[src/rtl/clkm_pkg.sv]
package clkm_pkg;

   typedef enum logic [2:0] {
      MD_MAIN    = 3'd0,
      MD_SUB     = 3'd1,
      MD_SUB_LP  = 3'd2,
      MD_PLL     = 3'd3,
      MD_RING    = 3'd4,
      MD_RING_LP = 3'd5,
      MD_WAIT    = 3'd6,
      MD_STOP    = 3'd7
   } clk_mode_e;

   typedef enum logic [1:0] {
      LP_RUN  = 2'd0,
      LP_WAIT = 2'd1,
      LP_STOP = 2'd2
   } lp_state_e;

   typedef struct packed {
      logic       sel_ring;
      logic       sel_pll;
      logic [1:0] div_fld;
      logic       sel_sub;
      logic       div8;
      logic       main_halt;
      logic       sub_run;
   } clk_cfg_t;

   localparam int RATIO_W = 5;

   function automatic clk_mode_e mode_of(input logic pll, input logic ring,
                                         input logic sub, input logic halt);
      if (pll)       return MD_PLL;
      else if (ring) return halt ? MD_RING_LP : MD_RING;
      else if (sub)  return halt ? MD_SUB_LP : MD_SUB;
      else           return MD_MAIN;
   endfunction

   function automatic logic [RATIO_W-1:0] ratio_of(input logic d8, input logic [1:0] fld);
      if (d8) return RATIO_W'(8);
      case (fld)
         2'd0:    return RATIO_W'(1);
         2'd1:    return RATIO_W'(2);
         2'd2:    return RATIO_W'(4);
         default: return RATIO_W'(16);
      endcase
   endfunction

endpackage

[src/rtl/clkm_irq_sync.sv]
module clkm_irq_sync #(
   parameter int STAGES = 2
) (
   input  logic clk,
   input  logic rst_n,
   input  logic irq_in,
   output logic irq_out
);
   generate
      if (STAGES == 0) begin : g_direct
         assign irq_out = irq_in;
      end else begin : g_chain
         logic [STAGES-1:0] sh_q;
         always_ff @(posedge clk or negedge rst_n) begin
            if (!rst_n) sh_q <= '0;
            else if (STAGES == 1) sh_q <= irq_in;
            else sh_q <= {sh_q[(STAGES > 1 ? STAGES-2 : 0):0], irq_in};
         end
         assign irq_out = sh_q[STAGES-1];
      end
   endgenerate
endmodule

[src/rtl/clkm_guard.sv]
module clkm_guard
   import clkm_pkg::*;
(
   input  clk_mode_e cur_mode,
   input  clk_mode_e new_mode,
   input  logic      n_sel_sub,
   input  logic      n_sel_pll,
   input  logic      n_sel_ring,
   input  logic      n_sub_run,
   input  logic      n_main_halt,
   input  logic      c_div8,
   input  logic      c_main_halt,
   input  logic      det_en,
   output logic      accept
);
   logic shape_ok, edge_ok, pre_ok;

   always_comb begin
      shape_ok = ($countones({n_sel_sub, n_sel_pll, n_sel_ring}) <= 1)
               && !(n_sel_sub && !n_sub_run)
               && !(n_main_halt && !n_sel_sub && !n_sel_ring);

      edge_ok = 1'b0;
      if (cur_mode == new_mode) edge_ok = 1'b1;
      else begin
         case (cur_mode)
            MD_MAIN:    edge_ok = (new_mode == MD_SUB) || (new_mode == MD_PLL) ||
                                  (new_mode == MD_RING);
            MD_SUB:     edge_ok = (new_mode == MD_MAIN) || (new_mode == MD_SUB_LP) ||
                                  (new_mode == MD_RING);
            MD_SUB_LP:  edge_ok = (new_mode == MD_SUB);
            MD_PLL:     edge_ok = (new_mode == MD_MAIN);
            MD_RING:    edge_ok = (new_mode == MD_MAIN) || (new_mode == MD_SUB) ||
                                  (new_mode == MD_RING_LP);
            MD_RING_LP: edge_ok = (new_mode == MD_RING);
            default:    edge_ok = 1'b0;
         endcase
      end

      pre_ok = !(cur_mode == MD_RING && new_mode == MD_MAIN && !c_div8)
             && !(n_main_halt && !c_main_halt && det_en);

      accept = shape_ok && edge_ok && pre_ok;
   end
endmodule

[src/rtl/clkm_outmap.sv]
module clkm_outmap
   import clkm_pkg::*;
(
   input  clk_cfg_t             cfg,
   input  lp_state_e            lp,
   output clk_mode_e            run_mode,
   output logic [2:0]           mode_code,
   output logic [1:0]           src_sel,
   output logic [RATIO_W-1:0]   ratio,
   output logic                 main_en,
   output logic                 sub_en,
   output logic                 pll_en,
   output logic                 ring_en,
   output logic                 cpu_en
);
   logic stopped;

   always_comb begin
      run_mode = mode_of(cfg.sel_pll, cfg.sel_ring, cfg.sel_sub, cfg.main_halt);
      case (lp)
         LP_WAIT: mode_code = MD_WAIT;
         LP_STOP: mode_code = MD_STOP;
         default: mode_code = run_mode;
      endcase

      if (cfg.sel_pll)       src_sel = 2'd2;
      else if (cfg.sel_ring) src_sel = 2'd3;
      else if (cfg.sel_sub)  src_sel = 2'd1;
      else                   src_sel = 2'd0;

      ratio   = ratio_of(cfg.div8, cfg.div_fld);
      stopped = (lp == LP_STOP);
      main_en = !cfg.main_halt && !stopped;
      sub_en  = cfg.sub_run    && !stopped;
      pll_en  = cfg.sel_pll    && !stopped;
      ring_en = cfg.sel_ring   && !stopped;
      cpu_en  = (lp == LP_RUN);
   end
endmodule

[src/rtl/clk_mode_ctrl.sv]
module clk_mode_ctrl
   import clkm_pkg::*;
#(
   parameter int           ADDR_W    = 2,
   parameter int           CFG_ADDR  = 0,
   parameter int           CTL_ADDR  = 1,
   parameter int           IRQ_SYNC  = 2,
   parameter logic [7:0]   RESET_CFG = 8'h04
) (
   input  logic                 clk,
   input  logic                 rst_n,
   input  logic                 wr_en,
   input  logic [ADDR_W-1:0]    wr_addr,
   input  logic [7:0]           wr_data,
   input  logic                 irq,
   output logic [2:0]           mode_o,
   output logic [1:0]           src_sel_o,
   output logic [RATIO_W-1:0]   div_ratio_o,
   output logic                 main_osc_en_o,
   output logic                 sub_osc_en_o,
   output logic                 pll_en_o,
   output logic                 ring_osc_en_o,
   output logic                 cpu_clk_en_o,
   output logic                 err_o
);
   localparam logic [ADDR_W-1:0] CFG_A = ADDR_W'(CFG_ADDR);
   localparam logic [ADDR_W-1:0] CTL_A = ADDR_W'(CTL_ADDR);
   localparam int B_STOP = 0;
   localparam int B_WAIT = 1;
   localparam int B_DET  = 2;
   localparam int B_CLR  = 3;

   generate
      if (ADDR_W < 1 || ADDR_W > 16) begin : g_bad_aw
         $error("ADDR_W out of range");
      end
      if (CFG_ADDR == CTL_ADDR) begin : g_bad_map
         $error("configuration and control addresses collide");
      end
      if (CFG_ADDR >= (1 << ADDR_W) || CTL_ADDR >= (1 << ADDR_W)) begin : g_bad_addr
         $error("address does not fit ADDR_W");
      end
      if (IRQ_SYNC < 0 || IRQ_SYNC > 4) begin : g_bad_sync
         $error("IRQ_SYNC must be 0 to 4");
      end
   endgenerate

   clk_cfg_t  cfg_q, new_cfg, applied;
   lp_state_e lp_q;
   logic      det_q, err_q;
   logic      cfg_wr, ctl_wr, irq_s, accept;
   clk_mode_e run_mode, new_mode;

   clkm_irq_sync #(.STAGES(IRQ_SYNC)) u_sync (
      .clk(clk), .rst_n(rst_n), .irq_in(irq), .irq_out(irq_s)
   );

   always_comb begin
      cfg_wr   = wr_en && (wr_addr == CFG_A);
      ctl_wr   = wr_en && (wr_addr == CTL_A);
      new_cfg  = clk_cfg_t'(wr_data);
      applied  = new_cfg;
      applied.div8 = new_cfg.div8 | new_cfg.main_halt;
      new_mode = mode_of(new_cfg.sel_pll, new_cfg.sel_ring, new_cfg.sel_sub,
                         new_cfg.main_halt);
   end

   clkm_guard u_guard (
      .cur_mode   (run_mode),
      .new_mode   (new_mode),
      .n_sel_sub  (new_cfg.sel_sub),
      .n_sel_pll  (new_cfg.sel_pll),
      .n_sel_ring (new_cfg.sel_ring),
      .n_sub_run  (new_cfg.sub_run),
      .n_main_halt(new_cfg.main_halt),
      .c_div8     (cfg_q.div8),
      .c_main_halt(cfg_q.main_halt),
      .det_en     (det_q),
      .accept     (accept)
   );

   always_ff @(posedge clk or negedge rst_n) begin
      if (!rst_n) begin
         cfg_q <= clk_cfg_t'(RESET_CFG);
         lp_q  <= LP_RUN;
         det_q <= 1'b0;
         err_q <= 1'b0;
      end else if (lp_q != LP_RUN) begin
         if (irq_s) begin
            lp_q <= LP_RUN;
            if (lp_q == LP_STOP) cfg_q.div8 <= 1'b1;
         end
         if (cfg_wr || ctl_wr) err_q <= 1'b1;
      end else begin
         if (cfg_wr) begin
            if (accept) cfg_q <= applied;
            else        err_q <= 1'b1;
         end
         if (ctl_wr) begin
            det_q <= wr_data[B_DET];
            if (wr_data[B_CLR]) err_q <= 1'b0;
            if ((wr_data[B_STOP] || wr_data[B_WAIT]) && run_mode == MD_PLL)
               err_q <= 1'b1;
            else if (wr_data[B_STOP])
               lp_q <= LP_STOP;
            else if (wr_data[B_WAIT])
               lp_q <= LP_WAIT;
         end
      end
   end

   clkm_outmap u_out (
      .cfg      (cfg_q),
      .lp       (lp_q),
      .run_mode (run_mode),
      .mode_code(mode_o),
      .src_sel  (src_sel_o),
      .ratio    (div_ratio_o),
      .main_en  (main_osc_en_o),
      .sub_en   (sub_osc_en_o),
      .pll_en   (pll_en_o),
      .ring_en  (ring_osc_en_o),
      .cpu_en   (cpu_clk_en_o)
   );

   assign err_o = err_q;
endmodule

[config.mk]
export PLATFORM = sky130hd
export DESIGN_NAME = clk_mode_ctrl
export DESIGN_NICKNAME = d
export VERILOG_FILES = /design/src/rtl/clkm_pkg.sv /design/src/rtl/clkm_irq_sync.sv /design/src/rtl/clkm_guard.sv /design/src/rtl/clkm_outmap.sv /design/src/rtl/clk_mode_ctrl.sv
export SDC_FILE = /design/constraint.sdc
export NUM_CORES = 1
export LEC_CHECK = 0
export BUFFER_PORTS_ARGS = -buffer_cell sky130_fd_sc_hd__buf_4
export CAP_MARGIN = 20
export CORE_MARGIN = 8
export CORE_UTILIZATION = 28
export CTS_BUF_LIST = sky130_fd_sc_hd__clkbuf_16
export CTS_CLUSTER_SIZE = 28
export DETAILED_ROUTE_END_ITERATION = 8
export PLACE_DENSITY = 0.48
export SLEW_MARGIN = 20
export SYNTH_ARGS = -nofsm -noshare
export SYNTH_HDL_FRONTEND = slang
export SYNTH_SLANG_ARGS = --single-unit
export TNS_END_PERCENT = 20
[constraint.sdc]
create_clock -name clk -period 3.5 [get_ports clk]
set_input_delay 0.7 -clock clk [delete_from_list [all_inputs] [get_ports clk]]
set_output_delay 0.7 -clock clk [all_outputs]
set_load 0.05 [all_outputs]
# Yosys cells after proc, flatten, opt, wreduce, memory -nomap -nowiden
# Cells that the tools add are included.
# totals
reg_bits,14
input_bits,14
# op_classes
addsub,2
n_lt_le_gt_ge,1
eq_ne,20
muxes,38
bitwise,2
reduce_logical,51
# op_table
operator,n
$le 32x2->1 const B,1
$mux 2,12
$logic_and 1x1->1,19
$mux 3,6
$mux 1,15
$pmux 5 s3,1
$eq 3x2->1 const B,4
$eq 3x3->1 const B,4
$logic_not 1->1,10
$mux 5,2
$logic_or 1x1->1,8
$reduce_and 4->1,2
$reduce_bool 2->1,4
$eq 2x1->1 const B,3
$eq 3x1->1 const B,2
$logic_not 2->1,3
$logic_not 3->1,2
$ne 2x1->1 const B,3
$pmux 1 s6,1
$pmux 3 s2,1
$eq 2x2->1 const B,2
$add 2x1->3,1
$eq 3x3->1,1
$reduce_and 3->1,1
other kinds (6),6

# Depth between registers and ports, before layout
# logic_depth
word_depth,17
ltp_mapped,7
ltp_nobuf,6

# By module
# From an unflattened synthesis, not the netlist that was laid out.
# unflattened
cells_unflattened,95
hier_area_um2,955.9
# by_module_without_submodules
mod,n_inst,cells_each,area_each_um2,seq_area_each_um2
clk_mode_ctrl,1,48,585.6,301.5
clkm_outmap,1,26,185.2,0.0
clkm_guard,1,19,135.1,0.0
clkm_irq_sync,1,2,50.0,50.0

# Least setup slack after synthesis
# OpenSTA, ideal clock, no wires.
# synth_timing
path_type,input to register
start,input port wr_data[7]
end,register cfg_q[0] (netlist bit)
arrival_ns,2.179
setup_slack_ns,1.196
cell_stages,7
path_buffers,1
cell_sequence,buf_6 a21o_1 a21oi_1 xor2_1 a221oi_2 a211oi_4 mux2_4
# synth_between
elab_chain_len,10
elab_cells_between_ends,32
classes_between,add/sub: 2; order compare: 1; eq/ne: 6; mux: 4; reduce/logical: 19
# synth_lines
item,line,source
from (decl),clk_mode_ctrl.sv:14,"input logic [7:0] wr_data,"
branches (longest 8 deep; another with $le 32x2->1),-,
$logic_and 1x1->1 (*),clkm_guard.sv:43,accept = shape_ok && edge_ok && pre_ok;
$reduce_and 3->1 (no source line) (*),-,
to (signal assigned),clk_mode_ctrl.sv:84,cfg_q <= clk_cfg_t'(RESET_CFG);
to (signal assigned),clk_mode_ctrl.sv:96,if (accept) cfg_q <= applied;
to (decl),clk_mode_ctrl.sv:48,"clk_cfg_t cfg_q, new_cfg, applied;"
# Every way passes the cells marked *.
# A chain may end at the register's enable or synchronous reset.

# Worst setup path in the final report
# layout_timing
start,register cfg_q[1] (netlist bit)
end,output port mode_o[0]
# layout_between
elab_chain_len,5
elab_cells_between_ends,6
classes_between,mux: 6
# layout_lines
item,line,source
$mux 2 (2 in a row),clkm_pkg.sv:36,else if (sub) return halt ? MD_SUB_LP : MD_SUB;
$mux 3 (*),clkm_pkg.sv:35,else if (ring) return halt ? MD_RING_LP : MD_RING;
$mux 3 (*),clkm_pkg.sv:34,if (pll) return MD_PLL;
$pmux 3 s2 (*),clkm_outmap.sv:20,case (lp)
to (decl),clk_mode_ctrl.sv:16,"output logic [2:0] mode_o,"
# Every way passes the cells marked *; elsewhere a longest branch is shown, timed or not.

==> results.rst <==
.. list-table::
   :header-rows: 1

   * - Metric
     - Value
   * - Result of the run
     - complete, no violations
   * - Setup tns final
     - 0 ns
   * - CTS sink count
     - 14
   * - Total iterations of the first detailed-routing run
     - 4
   * - Total half-perimeter wirelength after legalization and detailed placement
     - 2.113 mm
   * - Fill cell instance count of the final layout
     - 380
   * - Num rows
     - 22
   * - Number of pins exceeding their max-slew limit in the final report
     - 0
   * - RR Startpoint
     - cfg_q[7]
   * - Floorplan die height
     - 77.70 um
   * - Footprint of the flip-flops and latches
     - around 350 um^2
   * - Htree depth
     - 1
   * - Routed wirelength normalized by instance count
     - around 15 um
   * - F_max
     - 435.2 MHz
   * - Die area
     - around 6000 um^2
   * - Input/output buffers
     - 29
   * - Crit path cell chain
     - a21oi_1, o21ai_2, mux2_2, buf_4
   * - Number of cells produced by synthesis
     - 110
   * - Max stage delay on crit path
     - ~0.55 ns
   * - Final setup violating endpoints
     - 0
   * - Number of DRC violations after detailed routing
     - 0
   * - Count of endpoints failing hold in the final timing report
     - 0
   * - Initial antenna violation count
     - 0
   * - Mean instance size in the synthesized netlist
     - between 9 and 10 um^2
   * - Largest net degree at the start of global routing
     - 15
   * - Post-route clock period utilization
     - 65.65%
   * - Final non-filler cell total
     - 184
   * - Worst path bufs/invs
     - 1
   * - Setup repair bufs after CTS
     - 0
   * - Post-synthesis cell area
     - 1066 um^2
   * - Critical path data required time
     - 2.80 ns
   * - Wirelength, routed
     - approximately 2.8 mm
   * - Total gr overflow
     - 0
   * - Root cell of the clock tree
     - clkbuf_16
   * - CTS clock-pin slew for the worst setup and hold paths
     - 0.05 ns
   * - Number of maximum-capacitance violations
     - 0
   * - Remaining antenna violation count
     - 0
   * - Worst-margin pin slew
     - 0.5791 ns
   * - Number of antenna repair diodes
     - 0
   * - Via density per instance
     - 4.962
   * - Number of synthesis warnings
     - 0
   * - Synth-to-Final Area Change
     - 27.11%
   * - Number of gates resized after cts
     - 0
   * - Worst-path fanout max
     - 13
   * - Initial Util
     - between 20% and 30%
   * - Category of cells accounting for the largest share of critical-path delay
     - flip-flops
   * - RSZ-0062 raised after global routing
     - false
   * - CP max stage cell
     - dfrtp_1
   * - Total of flip-flops plus latches after synthesis
     - 14
   * - Syn Nets
     - about 130
   * - Worst Setup End Kind
     - output port
   * - First-pass GRT wire length
     - 4.747 mm
   * - Multi-input gate area in the final layout
     - between 600 and 700 um^2
   * - Part of the Yosys area used for sequential elements
     - roughly a third
   * - Die boundary width
     - 77.70 um
   * - Async set-or-reset flop fraction in the synthesized netlist
     - 100.0%
   * - Path class of the lowest-slack min-delay path
     - primary input to async pin
   * - Number of nets in the finished design
     - 154
   * - Maximum number of buffers from clock root to sink
     - 2
   * - Shortest period the worst path allows
     - 2.298 ns
   * - Number of global-route vias before repair
     - ~980
   * - Weighted congestion at the end of routability-driven global placement
     - between 0.7 and 0.8
   * - Placed instance count
     - 180
   * - Rel. slew slack
     - around 60%
   * - Number of hold buffers added after CTS
     - 0
   * - Leading register cell type out of synthesis
     - dfrtp_1
   * - Clk_lat worst skew
     - 0.25 ns
   * - CP arrival
     - 1.60 ns
   * - Critical path origin
     - cfg_q[1]
   * - Synth unique cells
     - 40
   * - Number of violations reported at the end of detailed-routing iteration 0
     - 23
   * - Critical path class
     - flop to output port
   * - Core Region
     - 3661 um^2
   * - Global-route usage over all layers
     - 9.512%
   * - Number of vias after detailed routing
     - between 900 and 1000
   * - Number of clock buffers inserted by TritonCTS
     - 3
   * - Number of enable flip-flop cells after synthesis
     - 0
   * - Layout Skew
     - 0.009184 ns
   * - Type of origin of the critical path
     - flop
   * - Clock tree from TritonCTS
     - done
   * - Count of pins on the block boundary
     - 30
   * - Ratio of cells with drive above 1 in the final layout
     - 35.29%
[cells in the final DEF (no fill, tap or decap), types with 2 or more instances in the layout]
master and instances:
ha_1 3, a31oi_1 2, nor3_1 3, clkbuf_16 3, mux2_2 2, nand2b_1 3, inv_1 6, nor3b_1 3
nor2_1 10, buf_4 29, mux2_4 7, nand2_1 6, dfrtp_1 13, a21oi_1 7, o21ai_0 4, a22oi_1 3
nor2b_1 7, nand3_1 3
[cell usage after synthesis, types with 2 or more instances]
| library cell | instances | area (um^2) |
|---|---|---|
| dfrtp_1 | 13 | 325.3 |
| nand2_1 | 6 | 22.52 |
| nor3b_1 | 3 | 22.52 |
| a31oi_1 | 2 | 12.51 |
| a22oi_1 | 3 | 22.52 |
| a21oi_1 | 7 | 35.03 |
| nand3_1 | 3 | 15.01 |
| nor2b_1 | 7 | 43.79 |
| ha_1 | 3 | 37.54 |
| mux2_2 | 2 | 22.52 |
| buf_4 | 3 | 22.52 |
| nor3_1 | 3 | 15.01 |
| o21ai_0 | 4 | 20.02 |
| buf_6 | 4 | 45.04 |
| inv_1 | 5 | 18.77 |
| mux2_4 | 7 | 105.1 |
| nor2_1 | 10 | 37.54 |
| nand2b_1 | 3 | 18.77 |
[state kept, by name, summed over array words and instances (netlist names)]
signal	flops
cfg_q	8
lp_q	2
u_sync.g_chain.sh_q	2
det_q	1
err_o	1
[through the flow]
step	area, um^2	hold WS (ns)	utilization (%)	setup WS [ns]
after global placement	1276	0.3332	34.86	0.9723
after floorplan	1066	0.3312	-	1.196
after detailed placement	1276	0.3371	34.86	0.9637
after global routing	1355	0.3029	37.01	1.074
final	1355	0.2913	37.01	1.202
after CTS	1355	0.2995	37.01	1.175
[area by class of cell]
type | count | share of cell area [%]
multi-input combinational | 84 | 46.35
sequential | 14 | 25.95
timing repair buffer | 29 | 16.07
clock buffer | 3 | 5.540
tap | 48 | 4.432
inverter | 5 | 1.385
clock inverter | 1 | 0.2770
[worst paths after layout]
kind                                               end  slack, ns  cells after the start
worst min-delay path                             det_q       0.29                      1
worst max register to register                cfg_q[0]       1.25                      6
max in group asynchronous                     cfg_q[2]       2.96                      1
worst min register to register  u_sync.g_chain.sh_q[1]       0.34                      0
min in group clk                u_sync.g_chain.sh_q[1]       0.34                      0
worst max-delay path                         mode_o[0]       1.20                      4
[kinds of logic (layout without fill, tap and decap cells)]
| group | after synthesis | in the layout | synth area share (%) |
|---|---|---|---|
| AND/OR/NAND/NOR | 41 | 41 | 21.01 |
| AO/OA/AOI/OAI | 28 | 28 | 19.84 |
| flip-flops | 14 | 14 | 32.98 |
| buffers and inverters | 12 | 38 | 8.098 |
| multiplexers | 10 | 10 | 12.91 |
| adder cells (fa/ha/maj) | 3 | 3 | 3.522 |
| XOR/XNOR | 2 | 2 | 1.643 |
[metal layers]
metal / up-vias / wire [um] / track usage (%)
met4: 0 / 29 / 3.962
li1: 444 / - / -
met2: 19 / 1302 / 16.21
met3: 4 / 104 / 2.189
met5: - / 0 / 0
met1: 446 / 1340 / 11.14
Power is left out: the tool's default activity adds up to more than one toggle a clock period on the data nets, which glitch-free logic cannot reach.
